<file path="src/rtl/sba_pkg.sv">
package sba_pkg;
  localparam int CTL_BUSY    = 0;
  localparam int CTL_ERR     = 1;
  localparam int CTL_RDADDR  = 2;
  localparam int CTL_RDDATA  = 3;
  localparam int CTL_INC     = 4;
  localparam int CTL_SIZE_LO = 5;
  localparam int SIZE_W      = 3;
  localparam logic [SIZE_W-1:0] SIZE_WORD = 3'd2;

  typedef enum logic [1:0] {
    REG_CTRL = 2'd0,
    REG_ADDR = 2'd1,
    REG_DATA = 2'd2
  } reg_sel_e;

  typedef enum logic [1:0] {
    ST_IDLE = 2'd0,
    ST_REQ  = 2'd1,
    ST_WAIT = 2'd2
  } bus_st_e;

  typedef struct packed {
    logic [SIZE_W-1:0] size;
    logic              inc;
    logic              rd_data;
    logic              rd_addr;
  } cfg_t;
endpackage

</file>
<file path="src/rtl/sba_csr.sv">
module sba_csr
  import sba_pkg::*;
(
  input  logic       clk,
  input  logic       rst_n,
  input  logic       wr_en,
  input  logic [7:0] wdata,
  input  logic       err_set,
  output cfg_t       cfg_o,
  output logic       err_o
);
  cfg_t cfg_q, cfg_d;
  logic err_q, err_d;

  always_comb begin
    cfg_d = cfg_q;
    err_d = err_q;
    if (wr_en) begin
      cfg_d.size    = wdata[CTL_SIZE_LO +: SIZE_W];
      cfg_d.inc     = wdata[CTL_INC];
      cfg_d.rd_data = wdata[CTL_RDDATA];
      cfg_d.rd_addr = wdata[CTL_RDADDR];
      if (wdata[CTL_ERR]) err_d = 1'b0;
    end
    if (err_set) err_d = 1'b1;
  end

  always_ff @(posedge clk or negedge rst_n) begin
    if (!rst_n) begin
      cfg_q <= '{size: SIZE_WORD, inc: 1'b0, rd_data: 1'b0, rd_addr: 1'b0};
      err_q <= 1'b0;
    end else begin
      cfg_q <= cfg_d;
      err_q <= err_d;
    end
  end

  assign cfg_o = cfg_q;
  assign err_o = err_q;

  p_w1c_r9: assert property (@(posedge clk) disable iff (!rst_n)
    (wr_en && wdata[CTL_ERR] && !err_set) |=> !err_q);
  p_sticky_r9: assert property (@(posedge clk) disable iff (!rst_n)
    (err_q && !(wr_en && wdata[CTL_ERR])) |=> err_q);
endmodule

</file>
<file path="src/rtl/sba_addr.sv">
module sba_addr #(
  parameter int ADDR_W = 32,
  parameter int STEP   = 4
) (
  input  logic              clk,
  input  logic              rst_n,
  input  logic              load,
  input  logic [ADDR_W-1:0] load_val,
  input  logic              inc,
  output logic [ADDR_W-1:0] addr_o
);
  localparam logic [ADDR_W-1:0] STEP_V = ADDR_W'(STEP);
  logic [ADDR_W-1:0] addr_q, addr_d;
  logic              addr_en;

  always_comb begin
    addr_en = load | inc;
    addr_d  = load ? load_val : (addr_q + STEP_V);
  end

  always_ff @(posedge clk or negedge rst_n) begin
    if (!rst_n)       addr_q <= '0;
    else if (addr_en) addr_q <= addr_d;
  end

  assign addr_o = addr_q;

  p_step_r6: assert property (@(posedge clk) disable iff (!rst_n)
    (inc && !load) |=> (addr_q == $past(addr_q) + STEP_V));
endmodule

</file>
<file path="src/rtl/sba_master.sv">
module sba_master
  import sba_pkg::*;
#(
  parameter int ADDR_W = 32,
  parameter int DATA_W = 32
) (
  input  logic              clk,
  input  logic              rst_n,
  input  logic              start,
  input  logic              start_we,
  input  logic              data_load,
  input  logic [DATA_W-1:0] data_in,
  input  logic [ADDR_W-1:0] addr_i,
  output logic              busy_o,
  output logic              done_o,
  output logic [DATA_W-1:0] data_o,
  output logic              bus_req,
  output logic              bus_we,
  output logic [ADDR_W-1:0] bus_addr,
  output logic [DATA_W-1:0] bus_wdata,
  input  logic              bus_gnt,
  input  logic              bus_rvalid,
  input  logic [DATA_W-1:0] bus_rdata
);
  bus_st_e           st_q, st_d;
  logic              we_q;
  logic [DATA_W-1:0] data_q, data_d;
  logic              data_en, done;

  always_comb begin
    st_d = st_q;
    unique case (st_q)
      ST_IDLE: if (start)      st_d = ST_REQ;
      ST_REQ:  if (bus_gnt)    st_d = ST_WAIT;
      ST_WAIT: if (bus_rvalid) st_d = ST_IDLE;
      default:                 st_d = ST_IDLE;
    endcase
    done    = (st_q == ST_WAIT) && bus_rvalid;
    data_en = data_load | (done & ~we_q);
    data_d  = data_load ? data_in : bus_rdata;
  end

  always_ff @(posedge clk or negedge rst_n) begin
    if (!rst_n) begin
      st_q   <= ST_IDLE;
      we_q   <= 1'b0;
      data_q <= '0;
    end else begin
      st_q <= st_d;
      if (start)   we_q   <= start_we;
      if (data_en) data_q <= data_d;
    end
  end

  assign busy_o    = (st_q != ST_IDLE);
  assign done_o    = done;
  assign data_o    = data_q;
  assign bus_req   = (st_q == ST_REQ);
  assign bus_we    = we_q;
  assign bus_addr  = addr_i;
  assign bus_wdata = data_q;

  p_req_hold_r7: assert property (@(posedge clk) disable iff (!rst_n)
    (bus_req && !bus_gnt) |=> (bus_req && $stable(bus_addr) &&
                               $stable(bus_wdata) && $stable(bus_we)));
  p_no_rsp_idle_r7: assert property (@(posedge clk) disable iff (!rst_n)
    (done) |=> !bus_req);
endmodule

</file>
<file path="src/rtl/sba_engine.sv">
module sba_engine
  import sba_pkg::*;
#(
  parameter int ADDR_W = 32,
  parameter int DATA_W = 32
) (
  input  logic              clk,
  input  logic              rst_n,
  input  logic              reg_req,
  input  logic              reg_we,
  input  logic [1:0]        reg_addr,
  input  logic [DATA_W-1:0] reg_wdata,
  output logic [DATA_W-1:0] reg_rdata,
  output logic              bus_req,
  output logic              bus_we,
  output logic [ADDR_W-1:0] bus_addr,
  output logic [DATA_W-1:0] bus_wdata,
  input  logic              bus_gnt,
  input  logic              bus_rvalid,
  input  logic [DATA_W-1:0] bus_rdata
);
  localparam int STEP = DATA_W / 8;

  logic [1:0]        rst_sync_q;
  logic              rst_ns;
  cfg_t              cfg;
  logic              err, busy, done;
  logic [ADDR_W-1:0] addr;
  logic [DATA_W-1:0] data;
  logic              wr_ctrl, wr_addr, wr_data, rd_data;
  logic              want_rd_data, want, collide, size_ok, bad_size;
  logic              start, err_set, addr_load, data_load, inc;
  logic [7:0]        ctrl_word;

  always_ff @(posedge clk or negedge rst_n) begin
    if (!rst_n) rst_sync_q <= 2'b00;
    else        rst_sync_q <= {rst_sync_q[0], 1'b1};
  end
  assign rst_ns = rst_sync_q[1];

  always_comb begin
    wr_ctrl      = reg_req &  reg_we & (reg_addr == REG_CTRL);
    wr_addr      = reg_req &  reg_we & (reg_addr == REG_ADDR);
    wr_data      = reg_req &  reg_we & (reg_addr == REG_DATA);
    rd_data      = reg_req & ~reg_we & (reg_addr == REG_DATA);
    want_rd_data = rd_data & cfg.rd_data;
    want         = (wr_addr & cfg.rd_addr) | wr_data | want_rd_data;
    size_ok      = (cfg.size == SIZE_WORD);
    collide      = busy & (wr_addr | wr_data | want_rd_data);
    bad_size     = ~busy & want & ~size_ok;
    err_set      = collide | bad_size;
    start        = ~busy & want & size_ok;
    addr_load    = ~busy & wr_addr;
    data_load    = ~busy & wr_data;
    inc          = done & cfg.inc;
    ctrl_word    = {cfg.size, cfg.inc, cfg.rd_data, cfg.rd_addr, err, busy};
    unique case (reg_addr)
      REG_CTRL: reg_rdata = DATA_W'(ctrl_word);
      REG_ADDR: reg_rdata = DATA_W'(addr);
      REG_DATA: reg_rdata = data;
      default:  reg_rdata = '0;
    endcase
  end

  sba_csr u_csr (
    .clk(clk), .rst_n(rst_ns), .wr_en(wr_ctrl), .wdata(reg_wdata[7:0]),
    .err_set(err_set), .cfg_o(cfg), .err_o(err)
  );

  sba_addr #(.ADDR_W(ADDR_W), .STEP(STEP)) u_addr (
    .clk(clk), .rst_n(rst_ns), .load(addr_load),
    .load_val(ADDR_W'(reg_wdata)), .inc(inc), .addr_o(addr)
  );

  sba_master #(.ADDR_W(ADDR_W), .DATA_W(DATA_W)) u_master (
    .clk(clk), .rst_n(rst_ns), .start(start), .start_we(wr_data),
    .data_load(data_load), .data_in(reg_wdata), .addr_i(addr),
    .busy_o(busy), .done_o(done), .data_o(data),
    .bus_req(bus_req), .bus_we(bus_we), .bus_addr(bus_addr),
    .bus_wdata(bus_wdata), .bus_gnt(bus_gnt), .bus_rvalid(bus_rvalid),
    .bus_rdata(bus_rdata)
  );

  p_start_busy_r7: assert property (@(posedge clk) disable iff (!rst_ns)
    start |=> busy);
  p_drop_r8: assert property (@(posedge clk) disable iff (!rst_ns)
    (busy && !done && (wr_addr || wr_data)) |=> (err && $stable(addr)));
  p_quiet_read_r5: assert property (@(posedge clk) disable iff (!rst_ns)
    (rd_data && !cfg.rd_data && !busy) |=> !busy);
  p_size_r10: assert property (@(posedge clk) disable iff (!rst_ns)
    (want && !size_ok && !busy) |=> (!busy && err));
endmodule

</file>
<file path="config.mk">
export PLATFORM = sky130hd
export DESIGN_NAME = sba_engine
export DESIGN_NICKNAME = d
export VERILOG_FILES = /design/src/rtl/sba_pkg.sv /design/src/rtl/sba_csr.sv /design/src/rtl/sba_addr.sv /design/src/rtl/sba_master.sv /design/src/rtl/sba_engine.sv
export SDC_FILE = /design/constraint.sdc
export NUM_CORES = 1
export LEC_CHECK = 0
export CAP_MARGIN = 0
export CORE_MARGIN = 1.5
export CORE_UTILIZATION = 50
export CTS_BUF_LIST = sky130_fd_sc_hd__clkbuf_8
export DETAILED_ROUTE_END_ITERATION = 12
export DONT_BUFFER_PORTS = 1
export GPL_ROUTABILITY_DRIVEN = 0
export GPL_TIMING_DRIVEN = 1
export HOLD_SLACK_MARGIN = 0.02
export SLEW_MARGIN = 0
export SYNTH_ARGS = -nofsm -noshare
export SYNTH_HDL_FRONTEND = slang
export SYNTH_SLANG_ARGS = --single-unit
</file>
<file path="constraint.sdc">
create_clock -name clk -period 7.16 [get_ports clk]
set_input_delay 1.432 -clock clk [delete_from_list [all_inputs] [get_ports clk]]
set_output_delay 1.432 -clock clk [all_outputs]
set_load 0.02 [all_outputs]
</file>
==> summary.md <==
The die covers 9267 sq um. The tools report the count of nets left with antenna violations after detail routing as 0. The highest-delay cell along the critical path is nor2b_2. Yosys printed 0 warnings.

In this run the vertical extent of the chip is 96.27 um. At the placement stage, the worst setup path has a slack of 3.081 ns. The critical path is of the input port to primary output type. Along the worst path, the maximum fanout reaches 24. In this run the tool buffered the top-level ports with 0 buffer cells.

After clock tree synthesis, the clock-pin slew on the worst setup and hold paths is 0.08 ns. The tree built by TritonCTS fans out to 76 sinks. Worst hold-check path type: register to register. Detailed routing inserted a total of 3666 vias.

The count of TritonRoute iterations in the first routing pass is 5, and the peak per-stage delay on the critical path is 0.80 ns. Including well taps, the total number of placed cells is 554. The highest ir drop seen on vdd was 164.0 uV.

The HPWL after detailed placement is 8437 um. After synthesis, the share of flip-flops with an asynchronous set or reset is 100.0%. Once the floorplan was initialized, standard cells occupied 52.15% of the core. Synthesis handed over a netlist of 475 instances. The worst-case clock buffer depth is 2. For the post-detailed-route DRC marker count, the log shows 0. The post-synthesis register bit count was 76. The worst setup path is captured at a primary output. The share of total power dissipated in the clock network is 21.6%.

The run gives 18.1% as the combinational share of power. In this run the tightest slew margin relative to its limit is 30.77%. The power density of the placed cells was 301.6 nW/um^2; the hold-fix buffer count after cts was 0. Entering global routing, the biggest net connects 75 pins.

The first global-routing pass estimated 18170 um of wire. Dividing the final minimum period by the clock period gives 56.71%. The filler cells instantiated in the layout total 765.

The post-CTS setup repair buffer count is 0. Clock latency on the worst-skew pair, taken at its later pin, is 0.35 ns. The critical path contains buffers and inverters numbering 0 combined. Summed over all layers, the global routing overflow is 0. Most used flip-flop cell after synthesis: dfrtp_1. In this run, post-CTS repair resized a total of 0 instances. In the final timing run, aggregate negative setup slack is 0 ns. The die width is 96.27 um, and the fraction of power spent switching nets is 43.46%. Once routing completed, OpenROAD measured the worst setup slack at 3.100 ns. Number of top-level pins: 170. In this run, the number of DRC markers left after iteration 0 of detailed routing was 164. The worst setup path is launched from an input port. The per-instance average area after synthesis came out at 9.156 sq um.

Final hold analysis gives a worst-case slack of 0.3525 ns. Setup violations remaining at the end of the flow were counted as 0. In this run, CTS created clock tree buffers numbering 9.

After floorplanning, the core was divided into 33 placement rows. At the pin with the least slew margin, the transition time is 1.034 ns. The final layout contains routed wiring with a total length of 12060 um.

Dividing the detail-routed wire length by the instance count gives 21.15 um. TritonCTS built the clock tree. The logs give 0 for the max-cap check violation count and 0.6013 mW for the net switching power of the design.

The share of the Yosys chip area taken by registers is 43.76%. Using the TritonRoute via totals, the vias-per-cell ratio works out to 6.432. The number of enable flip-flop cells after synthesis was 0. Of the total power, registers draw 60.3%. Derived from the worst setup path, the maximum achievable clock frequency is 0.2463 GHz. The via count of the first global-routing pass is 3506.

The tools report the library cell used as clock root buffer as clkbuf_8. The data required time at the worst endpoint is 5.73 ns, and the total routing resource utilization after global routing is 26.32%. In this run the number of H-tree levels came out at 3. Traced cell by cell, the critical path runs through nor2b_2 -> a22o_1.

The number of antenna diodes in the final layout is 0. The number of pins with negative max-slew slack in the final report is 0. The final critical path time including I/O delays and setup was 4.060 ns; the initial antenna violation count was 0. The cell area that synthesis handed to floorplanning was 4349 sq um. Number of nets in the layout: 533. The run gives 2.63 ns as the arrival time at the worst endpoint. Synthesis instantiated 54 different standard cells from the library. The area growth from synthesis to layout is 5.466%. The post-route netlist has 8.602% of its cells at a drive strength greater than 1. Number of hold-slack violations in the final timing report: 0. The internal power of the cells totals 0.7823 mW. The flow ran to the end, and the final reports show no timing, DRC or antenna violations. The number of nets in the synthesized netlist is 548. The final clock skew was 0.006171 ns; the total core area was 8341 sq um. Once layout is complete, the cells apart from fillers number 570.

The leakage power summed over all cells was 1.758 nW. The kind of cell with the highest combined delay along the critical path is simple AND/OR/NAND/NOR gates. Measured on the finished design, the core utilization comes to 55.00%. Setup repair after global routing left no endpoint under its margin.
==> Yosys cell counts, types with 7 or more instances <==
cell | n | area [sq um]
o211ai_1 | 7 | 52.55
nand2_1 | 95 | 356.6
o21ai_0 | 37 | 185.2
nor3_1 | 7 | 35.03
nand4_1 | 12 | 75.07
a22o_1 | 22 | 192.7
buf_2 | 10 | 50.05
clkbuf_1 | 18 | 67.56
dfrtp_1 | 75 | 1877
o311ai_1 | 9 | 78.83
o21ai_1 | 25 | 125.1
mux2i_1 | 40 | 400.4
nor2_1 | 15 | 56.30
nand3_1 | 17 | 85.08
==> layer usage <==
layer,wire [um],global-route usage [%],up-vias
li1,-,-,1716
met1,5296,34.93,1782
met2,5583,40.96,159
met3,1097,9.479,9
met4,78,6.127,0
met5,0,0,-
==> cell families after synthesis <==
logic type / count (synthesis) / synth area share, %
buf+inv: 37 / 3.740
xor+xnor: 2 / 0.4028
mux: 46 / 10.76
fa+ha+maj: 1 / 0.2876
simple gates: 180 / 20.40
compound gates: 132 / 20.57
other cells: 1 / 0.08622
flops: 76 / 43.76
==> power groups by stage <==
stage                     clock (mW)  sequential (mW)  combinational (mW)
after global routing           0.323            0.862               0.282
after CTS                      0.305            0.835               0.253
after global placement             0            0.840               0.245
final                          0.298            0.835               0.251
after detailed placement           0            0.843               0.254
after floorplan                    0            0.785               0.232
==> metrics by stage <==
step | instance area, sq um | power [mW]
after floorplan | 4349 | 1.016
after global placement | 4409 | 1.085
after detailed placement | 4409 | 1.097
after CTS | 4587 | 1.394
after global routing | 4587 | 1.468
final | 4587 | 1.384
==> sequential cells by signal, summed over array words and instances (netlist names) <==
signal	cells
rst_sync_q	2
u_addr.addr_o	32
u_csr.cfg_o	6
u_csr.err_o	1
u_master.bus_wdata	32
u_master.bus_we	1
u_master.st_q	2
==> placed cells by master (no fill, tap or decap), types with 7 or more instances in the layout <==
master,n
nand3_1,17
dfrtp_1,74
nand2_1,95
o21ai_1,25
o211ai_1,7
nor3_1,7
nor2_1,15
nand4_1,12
o21ai_0,37
o311ai_1,9
a22o_1,22
mux2i_1,40
clkbuf_8,10
==> worst register-to-register path, stage by stage, from the launching register on <==
cell     delay, ns
dfrtp_1       0.64
nor2b_1       0.32
and3_1        0.58
nor2_1        0.22
buf_4         0.24
a21o_1        0.16
a221o_1       0.28
==> worst paths after layout <==
kind | startpoint | end | slack [ns] | cells past startpoint
worst max-delay path | reg_addr[0] | reg_rdata[30] | 3.10 | 2
worst min register to register | rst_sync_q[0] | rst_sync_q[1] | 0.35 | 0
max in group asynchronous | rst_sync_q[1] | u_addr.addr_o[15] | 6.03 | 0
min in group asynchronous | rst_sync_q[1] | u_master.bus_wdata[6] | 0.48 | 0
worst min-delay path | rst_sync_q[0] | rst_sync_q[1] | 0.35 | 0
worst max register to register | u_master.st_q[1] | u_addr.addr_o[18] | 4.61 | 6
==> cell type report <==
type | count | area (sq um) | share of cell area (%)
Inverter | 5 | 18.77 | 0.4092
Multi-Input combinational cell | 362 | 2307 | 50.30
Tap cell | 105 | 131.4 | 2.864
Sequential cell | 76 | 1907 | 41.57
Timing Repair Buffer | 6 | 45.04 | 0.9820
Clock buffer | 10 | 137.6 | 3.001
Clock inverter | 6 | 40.04 | 0.8729
(Power assumes the default switching activity.)
